### config.mk
export PLATFORM = sky130hd
export DESIGN_NAME = rtc_wprot_guard
export DESIGN_NICKNAME = d
export VERILOG_FILES = /design/src/rtl/rtc_wprot_pkg.sv /design/src/rtl/rtc_wprot_ctrl.sv /design/src/rtl/rtc_wprot_timer.sv /design/src/rtl/rtc_wprot_guard.sv
export SDC_FILE = /design/constraint.sdc
export NUM_CORES = 1
export LEC_CHECK = 0
export BUFFER_PORTS_ARGS = -buffer_cell sky130_fd_sc_hd__buf_2
export CAP_MARGIN = 10
export CORE_MARGIN = 2
export CORE_UTILIZATION = 30
export CTS_CLUSTER_DIAMETER = 80
export DETAILED_ROUTE_END_ITERATION = 12
export PLACE_DENSITY = 0.64
export SLEW_MARGIN = 10
export SYNTH_ARGS = -nofsm -noshare
export SYNTH_HDL_FRONTEND = slang
export SYNTH_HIERARCHICAL = 1
export SYNTH_SLANG_ARGS = --single-unit
### constraint.sdc
create_clock -name clk -period 1.2 [get_ports clk]
set_input_delay 0 -clock clk [delete_from_list [all_inputs] [get_ports clk]]
set_output_delay 0 -clock clk [all_outputs]
set_load 0.005 [all_outputs]
### src/rtl/rtc_wprot_pkg.sv
package rtc_wprot_pkg;

  typedef enum logic [1:0] {
    KEY_LOCKED = 2'd0,
    KEY_HALF   = 2'd1,
    KEY_OPEN   = 2'd2
  } keyState_e;

  // Strobes handed from the control to the timing datapath
  typedef struct packed {
    logic unlocked;
    logic setReq;
    logic clrReq;
    logic clrSync;
  } ctlStrobe_t;

  localparam int REQ_BIT  = 7;
  localparam int ACT_BIT  = 6;
  localparam int SYNC_BIT = 5;
  localparam int INIT_BIT = 4;

endpackage

### src/rtl/rtc_wprot_ctrl.sv
module rtc_wprot_ctrl
  import rtc_wprot_pkg::*;
#(
  parameter int          KEY_W      = 8,
  parameter int          DATA_W     = 8,
  parameter logic [KEY_W-1:0] KEY_FIRST  = 8'hCA,
  parameter logic [KEY_W-1:0] KEY_SECOND = 8'h53
) (
  input  logic              clk,
  input  logic              rstN,
  input  logic              keyWrEn,
  input  logic [KEY_W-1:0]  keyData,
  input  logic              ctlWrEn,
  input  logic [DATA_W-1:0] ctlWrData,
  output ctlStrobe_t        strobe
);

  keyState_e keyState, keyNext;

  always_comb begin
    keyNext = keyState;
    if (keyWrEn) begin
      if (keyData == KEY_FIRST)
        keyNext = KEY_HALF;
      else if (keyState == KEY_HALF && keyData == KEY_SECOND)
        keyNext = KEY_OPEN;
      else
        keyNext = KEY_LOCKED;
    end
  end

  always_ff @(posedge clk) begin
    if (!rstN) keyState <= KEY_LOCKED;
    else       keyState <= keyNext;
  end

  always_comb begin
    strobe.unlocked = (keyState == KEY_OPEN);
    strobe.setReq   = ctlWrEn && strobe.unlocked && ctlWrData[REQ_BIT];
    strobe.clrReq   = ctlWrEn && strobe.unlocked && !ctlWrData[REQ_BIT];
    strobe.clrSync  = ctlWrEn && !ctlWrData[SYNC_BIT];
  end

  AST_OPEN_AFTER_KEY2: assert property (@(posedge clk) disable iff (!rstN)
    $rose(strobe.unlocked) |-> $past(keyWrEn && keyData == KEY_SECOND));

  AST_WRONG_KEY_LOCKS: assert property (@(posedge clk) disable iff (!rstN)
    (keyWrEn && keyData != KEY_SECOND) |=> !strobe.unlocked);

  AST_HALF_BROKEN: assert property (@(posedge clk) disable iff (!rstN)
    (keyState == KEY_HALF && keyWrEn && keyData != KEY_SECOND && keyData != KEY_FIRST)
      |=> keyState == KEY_LOCKED);

endmodule

### src/rtl/rtc_wprot_timer.sv
module rtc_wprot_timer
  import rtc_wprot_pkg::*;
#(
  parameter int INIT_TICKS = 2,
  parameter int SYNC_TICKS = 2
) (
  input  logic       clk,
  input  logic       rstN,
  input  logic       rtcTick,
  input  ctlStrobe_t strobe,
  output logic       initReq,
  output logic       initActive,
  output logic       syncDone
);

  localparam int ICNT_W = $clog2(INIT_TICKS + 1);
  localparam int SCNT_W = $clog2(SYNC_TICKS + 1);
  localparam logic [ICNT_W-1:0] ILAST = ICNT_W'(INIT_TICKS - 1);
  localparam logic [SCNT_W-1:0] SLAST = SCNT_W'(SYNC_TICKS - 1);

  logic [ICNT_W-1:0] initCnt;
  logic [SCNT_W-1:0] syncCnt;
  logic              enterInit;

  assign enterInit = strobe.setReq && !initReq;

  // request register
  always_ff @(posedge clk) begin
    if (!rstN)              initReq <= 1'b0;
    else if (strobe.setReq) initReq <= 1'b1;
    else if (strobe.clrReq) initReq <= 1'b0;
  end

  // request -> active handshake counted in slow ticks
  always_ff @(posedge clk) begin
    if (!rstN || !initReq || strobe.clrReq) begin
      initActive <= 1'b0;
      initCnt    <= '0;
    end else if (!initActive && rtcTick) begin
      if (initCnt == ILAST) begin
        initActive <= 1'b1;
        initCnt    <= '0;
      end else begin
        initCnt <= initCnt + 1'b1;
      end
    end
  end

  // shadow resynchronisation flag
  always_ff @(posedge clk) begin
    if (!rstN || strobe.clrSync || enterInit) begin
      syncDone <= 1'b0;
      syncCnt  <= '0;
    end else if (!syncDone && !initReq && rtcTick) begin
      if (syncCnt == SLAST) begin
        syncDone <= 1'b1;
        syncCnt  <= '0;
      end else begin
        syncCnt <= syncCnt + 1'b1;
      end
    end
  end

  AST_ACTIVE_NEEDS_REQ: assert property (@(posedge clk) disable iff (!rstN)
    $rose(initActive) |-> $past(initReq));

  AST_ACTIVE_NEEDS_TICK: assert property (@(posedge clk) disable iff (!rstN)
    $rose(initActive) |-> $past(rtcTick));

  AST_DROP_WITH_REQ: assert property (@(posedge clk) disable iff (!rstN)
    $fell(initReq) |-> !initActive);

  AST_SYNC_ON_TICK: assert property (@(posedge clk) disable iff (!rstN)
    $rose(syncDone) |-> $past(rtcTick && !initReq));

  AST_SYNC_LOW_IN_INIT: assert property (@(posedge clk) disable iff (!rstN)
    initReq |-> !syncDone);

endmodule

### src/rtl/rtc_wprot_guard.sv
module rtc_wprot_guard
  import rtc_wprot_pkg::*;
#(
  parameter int KEY_W      = 8,
  parameter int DATA_W     = 8,
  parameter int YEAR_W     = 8,
  parameter int INIT_TICKS = 2,
  parameter int SYNC_TICKS = 2
) (
  input  logic              clk,
  input  logic              rstN,
  input  logic              rtcTick,
  input  logic              keyWrEn,
  input  logic [KEY_W-1:0]  keyData,
  input  logic              ctlWrEn,
  input  logic [DATA_W-1:0] ctlWrData,
  input  logic [YEAR_W-1:0] yearBcd,
  output logic              protWrEn,
  output logic              initActive,
  output logic              syncDone,
  output logic              calRun,
  output logic [DATA_W-1:0] statusRd
);

  ctlStrobe_t strobe;
  logic       initReq;
  logic       unusedBits;

  assign unusedBits = ^{ctlWrData[ACT_BIT], ctlWrData[INIT_BIT:0]};

  rtc_wprot_ctrl #(
    .KEY_W (KEY_W),
    .DATA_W(DATA_W)
  ) u_ctrl (
    .clk      (clk),
    .rstN     (rstN),
    .keyWrEn  (keyWrEn),
    .keyData  (keyData),
    .ctlWrEn  (ctlWrEn),
    .ctlWrData(ctlWrData),
    .strobe   (strobe)
  );

  rtc_wprot_timer #(
    .INIT_TICKS(INIT_TICKS),
    .SYNC_TICKS(SYNC_TICKS)
  ) u_timer (
    .clk       (clk),
    .rstN      (rstN),
    .rtcTick   (rtcTick),
    .strobe    (strobe),
    .initReq   (initReq),
    .initActive(initActive),
    .syncDone  (syncDone)
  );

  assign protWrEn = strobe.unlocked;
  assign calRun   = !initActive;

  always_comb begin
    statusRd           = '0;
    statusRd[REQ_BIT]  = initReq;
    statusRd[ACT_BIT]  = initActive;
    statusRd[SYNC_BIT] = syncDone;
    statusRd[INIT_BIT] = (yearBcd != '0);
  end

  AST_LOCKED_REQ_HOLD: assert property (@(posedge clk) disable iff (!rstN)
    (ctlWrEn && !protWrEn) |=> initReq == $past(initReq));

  AST_SYNC_CLEAR_WRITE: assert property (@(posedge clk) disable iff (!rstN)
    (ctlWrEn && !ctlWrData[SYNC_BIT]) |=> !syncDone);

  AST_REQ_ENTRY_CLEARS: assert property (@(posedge clk) disable iff (!rstN)
    $rose(initReq) |-> !syncDone);

endmodule

==> impl_metrics.csv, run 1 <==
group,metric,value,unit
outcome,outcome,"finished, final reports clean",
sta,fin_tns_setup,0,ps
sta,finalHoldViolCount,0,
placed_design,pre_cts_ws,-3.09,ps
finish,area_growth,35.0,%
route,drt_iter0_drc,4,
worst_setup_path,max_stage_delay,320,ps
worst_setup_path,r2r_setup_slack,70,ps
sta,rsz0062_at_grt,"true",
grt,grt_pass1_vias,480,
sta,setup_viol,0,
cts,clock-root-buffer,"clkbuf_4",
finish,multiInputGateArea,284,um^2
hold_path,hold_start,"keyWrEn",
grt,grt_pass1_wl,1870,um
die,start_util,0.327,
worst_setup_path,reg2reg_depth,5,
logic_synthesis,ys.flop_type,"dfxtp_1",
grt,antenna_found_initial,0,
finish,nNetsFinal,119,
cts,cts_num_sinks,9,
placed_design,placed_area,648,um^2
die,ioPinCount,41,
cts,clk_pin_slew,60,ps
placed_design,gp_congestion,0.662,
grt,grt_use_total,0.130,
finish,fill_cells,163,
cts,hold_buffers,0,
logic_synthesis,syn-cell-area,504,um^2
logic_synthesis,synth-seq-cells,9,
worst_setup_path,crit_type,"reg2reg",
worst_setup_path,slowest_stage,"dfxtp_2",
sta,fin_ws,66.7,ps
worst_setup_path,path_buf_inv,0,
logic_synthesis,synth_warnings,6,
sta,fin_crit_sh,0.944,
grt,grt_overflow,0,
route,drt_wl_total,1090,um
cts,clkLatencyLatePin,260,ps
finish,drive_above_1_share,0.506,
finish,final_core_util,0.442,
sta,fin_worst_skew,4.62,ps
logic_synthesis,synth_area_leaders,"dfxtp_1, buf_4, nand3b_1, nor2_1, and4bb_2",
finish,final_area,681,um^2
power,finalPower,621,uW
worst_setup_path,r2r_end,"u_timer/syncCnt[1]",
worst_setup_path,reg2reg_from,"u_ctrl/keyState[0]",
power,power_density,913,nW/um^2
sta,fmax,882,MHz
die,rows,14,
power,peakVddDrop,0.310,mV
die,die_h,45.0,um
grt,grt_max_degree,8,
cts,cts_tree,"done",
power,p_leak,0.313,nW
worst_setup_path,endpoint_kind,"flop",
placed_design,place_hpwl,922,um
die,die_area,2020,um^2
worst_setup_path,start_kind,"flop",
flow_run,cap_violations,0,
cts,clockBufferDepth,2,
worst_setup_path,worstPathRequired,1390,ps
logic_synthesis,syn_area_per_cell,8.85,um^2
logic_synthesis,synth_cells,57,
logic_synthesis,yosys.cell_types.count,21,
hold_path,min_to,"u_ctrl/keyState[1]",
sta,slew_violations,0,
sta,final.min_clock_period,1130,ps
logic_synthesis,synth_most_common_cell,"dfxtp_1",
logic_synthesis,yosys-top-cells-count,"dfxtp_1, nor2_1, buf_4, nand2_1, nand3b_1",
logic_synthesis,async_flop_share,0,
route,wl_per_cell,10.4,um
die,coreArea,1540,um^2
route,drt_pre_antenna_iters,2,
hold_path,hold_path.class,"in2reg",
cts,cts_buffers,3,
finish,diodes,0,
placed_design,port_buffers,30,
worst_setup_path,path_cells,"and2b_2, and3_4, nand2b_1, nand3b_1, nor3b_2",
worst_setup_path,worst-path-max-fanout,3,
cts,h-tree-depth,1,
worst_setup_path,path_delay_family,"simple AND/OR/NAND/NOR gates",
hold_path,holdPathStages,3,
logic_synthesis,synth_top_area_cell,"dfxtp_1",
finish,seq_area,181,um^2
logic_synthesis,synth_top_area_frac,0.357,
route,via_count,492,
route,viasPerCell,4.69,
die,die_w,45.0,um
route,ant_nets,0,
logic_synthesis,synth-seq-area-share,0.357,
route,drc,0,
worst_setup_path,cp_data_arrival_time,1330,ps
logic_synthesis,synth_edf_count,0,
[per-stage QoR]
stage                     hold slack, ps  std cells
final                               24.8        105
after global routing                31.1        105
after CTS                           14.8        105
after detailed placement             252        101
after global placement               246        101
after floorplan                     78.7         60
[kinds of logic (layout without fill, tap and decap cells)]
| kind of cell | Yosys count | count (layout) | synth area share |
|---|---|---|---|
| buf+inv | 8 | 37 | 0.112 |
| simple gates | 33 | 33 | 0.439 |
| compound gates | 4 | 4 | 0.0496 |
| other cells | 1 | 4 | 0.00744 |
| flops | 9 | 9 | 0.357 |
| xor+xnor | 2 | 2 | 0.0347 |
[registers in the layout, summed over array words and instances (netlist names)]
signal / count
u_timer/initReq: 1
u_timer/syncDone: 1
u_timer/syncCnt: 2
u_timer/initActive: 1
u_ctrl/keyState: 2
u_timer/initCnt: 2
[cells in the final DEF (no fill, tap or decap)]
cell type / instances
buf_2: 30
nor2_1: 8
dfxtp_1: 8
nand2_1: 6
conb_1: 4
nand3b_1: 4
clkbuf_4: 3
nor4_1: 2
and2b_2: 2
and4bb_2: 2
nand4_1: 2
o21ai_0: 2
buf_4: 2
nor3b_2: 2
xnor2_1: 2
inv_1: 1
clkbuf_1: 1
and3_4: 1
nor2b_1: 1
nor4b_2: 1
o21ai_1: 1
dfxtp_2: 1
nand2b_1: 1
o21ba_2: 1
and4bb_1: 1
[worst max path at each step]
stage | startpoint | to | slack (ps) | cells after the start
after floorplan | u_ctrl/keyState[0] | u_timer/syncCnt[1] | 80 | 5
after global placement | u_ctrl/keyState[0] | u_timer/syncCnt[1] | 30 | 5
after detailed placement | u_ctrl/keyState[0] | u_timer/syncCnt[1] | -3 | 5
after CTS | u_ctrl/keyState[0] | u_timer/syncCnt[1] | 20 | 5
after global routing | u_ctrl/keyState[0] | u_timer/syncCnt[1] | -3 | 5
final | u_ctrl/keyState[0] | u_timer/syncCnt[1] | 70 | 5
[power breakdown]
part | internal [mW] | switching, mW
Sequential | 0.303 | 0.00464
Clock | 0.128 | 0.106
Combinational | 0.0463 | 0.0324
[metal layers]
layer / vias up / GRT usage / wire (um)
li1: 252 / - / -
met1: 229 / 0.140 / 462
met2: 11 / 0.226 / 593
met3: 0 / 0.0360 / 37
met4: 0 / 0.0706 / 0
met5: - / 0 / 0
[layout make-up]
type | count | area share
flip-flops and latches | 9 | 0.267
clock buffers | 4 | 0.0386
well taps | 16 | 0.0294
inverters | 1 | 0.00551
repair buffers | 32 | 0.243
multi-input cells | 43 | 0.417
[worst register-to-register path: stages, from the launching register on]
cell	delay (ps)
dfxtp_2	320
and2b_2	230
and3_4	150
nand2b_1	60
nand3b_1	140
nor3b_2	170
[repair_timing]
action | in CTS | in global routing
pin swaps | 2 | 1
buffers inserted | 0 | 0
setup endpoints to repair | 1 | 1
gates resized for setup | 2 | 0
Power figures use the tool's default switching activity.
==> inputs of run 2 (changes only) <==
--- a/config.mk
+++ b/config.mk
@@ -12,6 +12,7 @@
 export CTS_CLUSTER_DIAMETER = 80
 export DETAILED_ROUTE_END_ITERATION = 12
 export PLACE_DENSITY = 0.64
+export SETUP_SLACK_MARGIN = 0.15
 export SLEW_MARGIN = 10
 export SYNTH_ARGS = -nofsm -noshare
 export SYNTH_HDL_FRONTEND = slang
==> impl_metrics.csv, run 2 (same netlist as run 1, synthesis figures left out) <==
group,metric,value,unit
die,die_area,2020,um^2
cts,clk_pin_slew,60,ps
grt,use_met2,0.180,
sta,fin_tns_setup,0,ps
worst_setup_path,crit_type,"reg2reg",
cts,clock-root-buffer,"clkbuf_4",
die,die_h,45.0,um
finish,drive_above_1_share,0.506,
grt,grt_overflow,0,
placed_design,port_buffers,30,
finish,diodes,0,
grt,grt_use_total,0.118,
grt,use_met1,0.153,
power,p_leak,0.303,nW
route,drt_iter0_drc,6,
placed_design,place_hpwl,854,um
route,viasPerCell,4.70,
grt,grt_max_degree,8,
finish,seq_area,183,um^2
power,power_density,909,nW/um^2
route,wl_per_cell,9.59,um
finish,nNetsFinal,117,
sta,slew_violations,0,
worst_setup_path,cp_data_arrival_time,1320,ps
cts,cts_setup_buffers,0,
cts,clockBufferDepth,2,
route,drc,0,
finish,fill_cells,165,
die,rows,14,
finish,multiInputGateArea,284,um^2
cts,h-tree-depth,1,
cts,cts_num_sinks,9,
flow_run,cap_violations,0,
die,die_w,45.0,um
grt,antenna_found_initial,0,
worst_setup_path,worst-path-max-fanout,3,
finish,area_growth,32.3,%
grt,grt_pass1_wl,1770,um
grt,grt_util_met3,0.0360,
finish,final_common_cell,"buf_2",
worst_setup_path,worstPathRequired,1380,ps
sta,setup_viol,0,
sta,finalHoldViolCount,0,
cts,cts_tree,"done",
sta,hold_slack,27.6,ps
grt,grt_pass1_vias,437,
worst_setup_path,start_kind,"flop",
sta,fin_ws,60.9,ps
die,coreArea,1540,um^2
sta,fin_worst_skew,1.22,ps
finish,layout_common_cells,"buf_2, nor2_1, dfxtp_1",
route,drt_wl_total,988,um
cts,cts_buffers,3,
route,via_count,484,
sta,final.min_clock_period,1140,ps
route,ant_nets,0,
sta,fmax,878,MHz
worst_setup_path,endpoint_kind,"flop",
placed_design,gp_congestion,0.674,
power,peakVddDrop,0.383,mV
sta,fin_crit_sh,0.949,
die,start_util,0.327,
route,drt_pre_antenna_iters,2,
cts,clkLatencyLatePin,250,ps
placed_design,pre_cts_ws,46.3,ps
sta,rsz0062_at_grt,"true",
die,ioPinCount,41,
outcome,outcome,"finished, final reports clean",
finish,reg_top3,"u_ctrl/keyState x2, u_timer/initCnt x2, u_timer/syncCnt x2",
hold_path,hold_path.class,"in2reg",
grt,grt_busiest_layer,"met2",
-- run 2: timing repair --
action                     4_1_cts  5_1_grt
pin swaps                        7        1
gates resized for setup          0        1
hold buffers                     0        0
setup endpoints to repair        6        7
-- run 2: through the flow --
step                      cell area, um^2  total power, mW  instances  utilization
after floorplan                       522            0.356         60            -
after global placement                639            0.391         99        0.415
after detailed placement              639            0.394         99        0.415
after CTS                             666            0.621        103        0.432
after global routing                  667            0.642        103        0.433
final                                 667            0.606        103        0.433
-- run 2: cell type report --
cell class                 instances  area share
clock buffer                       4      0.0394
inverter                           1     0.00563
multi-input combinational         43       0.426
sequential                         9       0.274
tap                               16      0.0300
timing repair buffer              30       0.225
-- run 2: worst paths after layout --
path | startpoint | end | slack, ps | depth (start not counted)
min | keyData[0] | u_ctrl/keyState[1] | 30 | 3
max reg2reg | u_ctrl/keyState[0] | u_timer/syncCnt[1] | 60 | 5
min reg2reg | u_timer/initCnt[1] | u_timer/initCnt[1] | 460 | 2
max | u_ctrl/keyState[0] | u_timer/syncCnt[1] | 60 | 5
-- run 2: layer usage --
layer / vias up / part of all wire
li1: 248 / -
met1: 207 / 0.44
met2: 27 / 0.43
met3: 2 / 0.12
met4: 0 / 0.0051
met5: - / 0
-- run 2: worst max-delay path, cell delays in order, from the launching register on --
cell and delay (ps):
dfxtp_2 330, and2b_2 230, and3_4 150, nand2b_1 60, nand3b_1 130, nor3b_2 170
-- run 2: power breakdown --
group	switching, mW	internal [mW]
Combinational	0.0328	0.0463
Clock	0.0918	0.127
Sequential	0.00415	0.304
==> inputs of run 3 (changes only) <==
--- a/config.mk
+++ b/config.mk
@@ -9,6 +9,7 @@
 export CAP_MARGIN = 10
 export CORE_MARGIN = 2
 export CORE_UTILIZATION = 30
+export CTS_BUF_LIST = sky130_fd_sc_hd__clkbuf_16
 export CTS_CLUSTER_DIAMETER = 80
 export DETAILED_ROUTE_END_ITERATION = 12
 export PLACE_DENSITY = 0.64
==> impl_metrics.csv, run 3 (same netlist as run 1, synthesis figures left out) <==
group,metric,value,unit
sta,setup_viol,0,
route,drt_pre_antenna_iters,4,
route,viasPerCell,4.68,
power,switching_power,167,uW
worst_setup_path,start_kind,"flop",
die,start_util,0.327,
finish,final_area,719,um^2
hold_path,hold_path.class,"in2reg",
cts,h-tree-depth,1,
sta,rsz0062_at_grt,"true",
worst_setup_path,path_delay_family,"simple AND/OR/NAND/NOR gates",
placed_design,placed_area,639,um^2
die,coreArea,1540,um^2
finish,area_growth,42.7,%
sta,final.min_clock_period,1140,ps
cts,cts_buffers,3,
worst_setup_path,worst-path-max-fanout,3,
placed_design,place_hpwl,854,um
finish,diodes,0,
grt,grt_pass1_wl,1790,um
power,peakVddDrop,0.856,mV
die,ioPinCount,41,
worst_setup_path,slowest_stage,"dfxtp_2",
worst_setup_path,path_buf_inv,0,
worst_setup_path,path_cells,"and2b_2, and3_4, nand2b_1, nand3b_1, nor3b_2",
cts,clkLatencyLatePin,230,ps
finish,reg_top3,"u_ctrl/keyState x2, u_timer/initCnt x2, u_timer/syncCnt x2",
sta,fmax,879,MHz
placed_design,port_buffers,30,
cts,clockBufferDepth,2,
power,seq_power_share,0.325,
cts,clk_pin_slew,40,ps
power,clkPwrFrac,0.592,
finish,final_common_cell,"buf_2",
outcome,outcome,"finished, final reports clean",
cts,hold_buffers,0,
die,rows,14,
route,ant_nets,0,
cts,cts_setup_buffers,0,
worst_setup_path,r2r_setup_slack,60,ps
power,power_density,1320,nW/um^2
die,die_w,45.0,um
finish,final_core_util,0.467,
finish,nNetsFinal,117,
die,die_area,2020,um^2
finish,seq_area,183,um^2
cts,clock-root-buffer,"clkbuf_16",
worst_setup_path,max_stage_delay,330,ps
cts,cts_num_sinks,9,
finish,multiInputGateArea,284,um^2
finish,drive_above_1_share,0.506,
worst_setup_path,cp_data_arrival_time,1300,ps
grt,grt_overflow,0,
grt,grt_use_total,0.123,
worst_setup_path,critPathCapture,"u_timer/syncCnt[1]",
worst_setup_path,crit_type,"reg2reg",
worst_setup_path,cp-startpoint,"u_ctrl/keyState[0]",
worst_setup_path,r2r_end,"u_timer/syncCnt[1]",
flow_run,cap_violations,0,
finish,fill_cells,160,
worst_setup_path,critical_path_cell_count,5,
route,wl_per_cell,10.0,um
grt,grt_max_degree,8,
worst_setup_path,reg2reg_from,"u_ctrl/keyState[0]",
power,p_leak,0.331,nW
power,swShare,0.176,
sta,finalHoldViolCount,0,
route,drc,0,
grt,antenna_found_initial,0,
route,drt_iter0_drc,9,
die,die_h,45.0,um
worst_setup_path,endpoint_kind,"flop",
finish,layout_common_cells,"buf_2, nor2_1, dfxtp_1",
sta,slew_violations,0,
sta,fin_crit_sh,0.948,
placed_design,gp_congestion,0.674,
route,drt_wl_total,1040,um
power,p_int,786,uW
route,via_count,482,
worst_setup_path,worstPathRequired,1360,ps
worst_setup_path,reg2reg_depth,5,
sta,fin_worst_skew,1.12,ps
power,pwr-share-comb,0.084,
grt,grt_pass1_vias,430,
cts,cts_tree,"done",
## run 3: worst min-delay path by stage
stage	startpoint	endpoint	slack, ps	cells past startpoint
after detailed placement	yearBcd[0]	statusRd[4]	250	4
after CTS	keyData[0]	u_ctrl/keyState[1]	50	3
after floorplan	yearBcd[0]	statusRd[4]	80	2
after global routing	keyData[0]	u_ctrl/keyState[1]	70	3
after global placement	yearBcd[0]	statusRd[4]	250	4
final	keyData[0]	u_ctrl/keyState[1]	50	3
## run 3: through the flow
step | setup slack [ps] | hold WS, ps | cells | setup TNS [ps] | total power, mW
2_1_floorplan | 105 | 78.7 | 60 | 0 | 0.356
3_3_place_gp | 51.7 | 248 | 99 | 0 | 0.391
3_5_place_dp | 46.3 | 255 | 99 | 0 | 0.394
4_1_cts | 50.2 | 54.9 | 103 | 0 | 0.964
5_1_grt | -1.86 | 65.5 | 103 | -1.86 | 0.994
6_report | 62.4 | 50.8 | 103 | 0 | 0.953
## run 3: area by class of cell
class,count,area share
sequential,9,0.254
tap,16,0.0278
clock inverter,1,0.00522
clock buffer,3,0.104
multi-input combinational,43,0.395
timing repair buffer,30,0.209
inverter,1,0.00522
## run 3: worst reg2reg max path: stages (launching register included)
cell and delay [ps]:
dfxtp_2 330, and2b_2 230, and3_4 150, nand2b_1 60, nand3b_1 130, nor3b_2 170
## run 3: power by group through the flow
stage	combinational (mW)	sequential [mW]	clock [mW]
global route	0.0890	0.310	0.594
global placement	0.0774	0.314	0
finish	0.0796	0.310	0.564
floorplan	0.0424	0.314	0
detailed placement	0.0795	0.315	0
CTS	0.0802	0.310	0.574
## run 3: routing by layer
layer,track usage,up-vias,part of all wire
li1,-,244,-
met1,0.157,205,0.44
met2,0.183,31,0.42
met3,0.0360,2,0.12
met4,0.0706,0,0.017
met5,0,-,0
## run 3: timing repair
| action | CTS | global route |
|---|---|---|
| pin swaps | 5 | 3 |
| gates resized for setup | 0 | 1 |
| setup endpoints to repair | 6 | 7 |
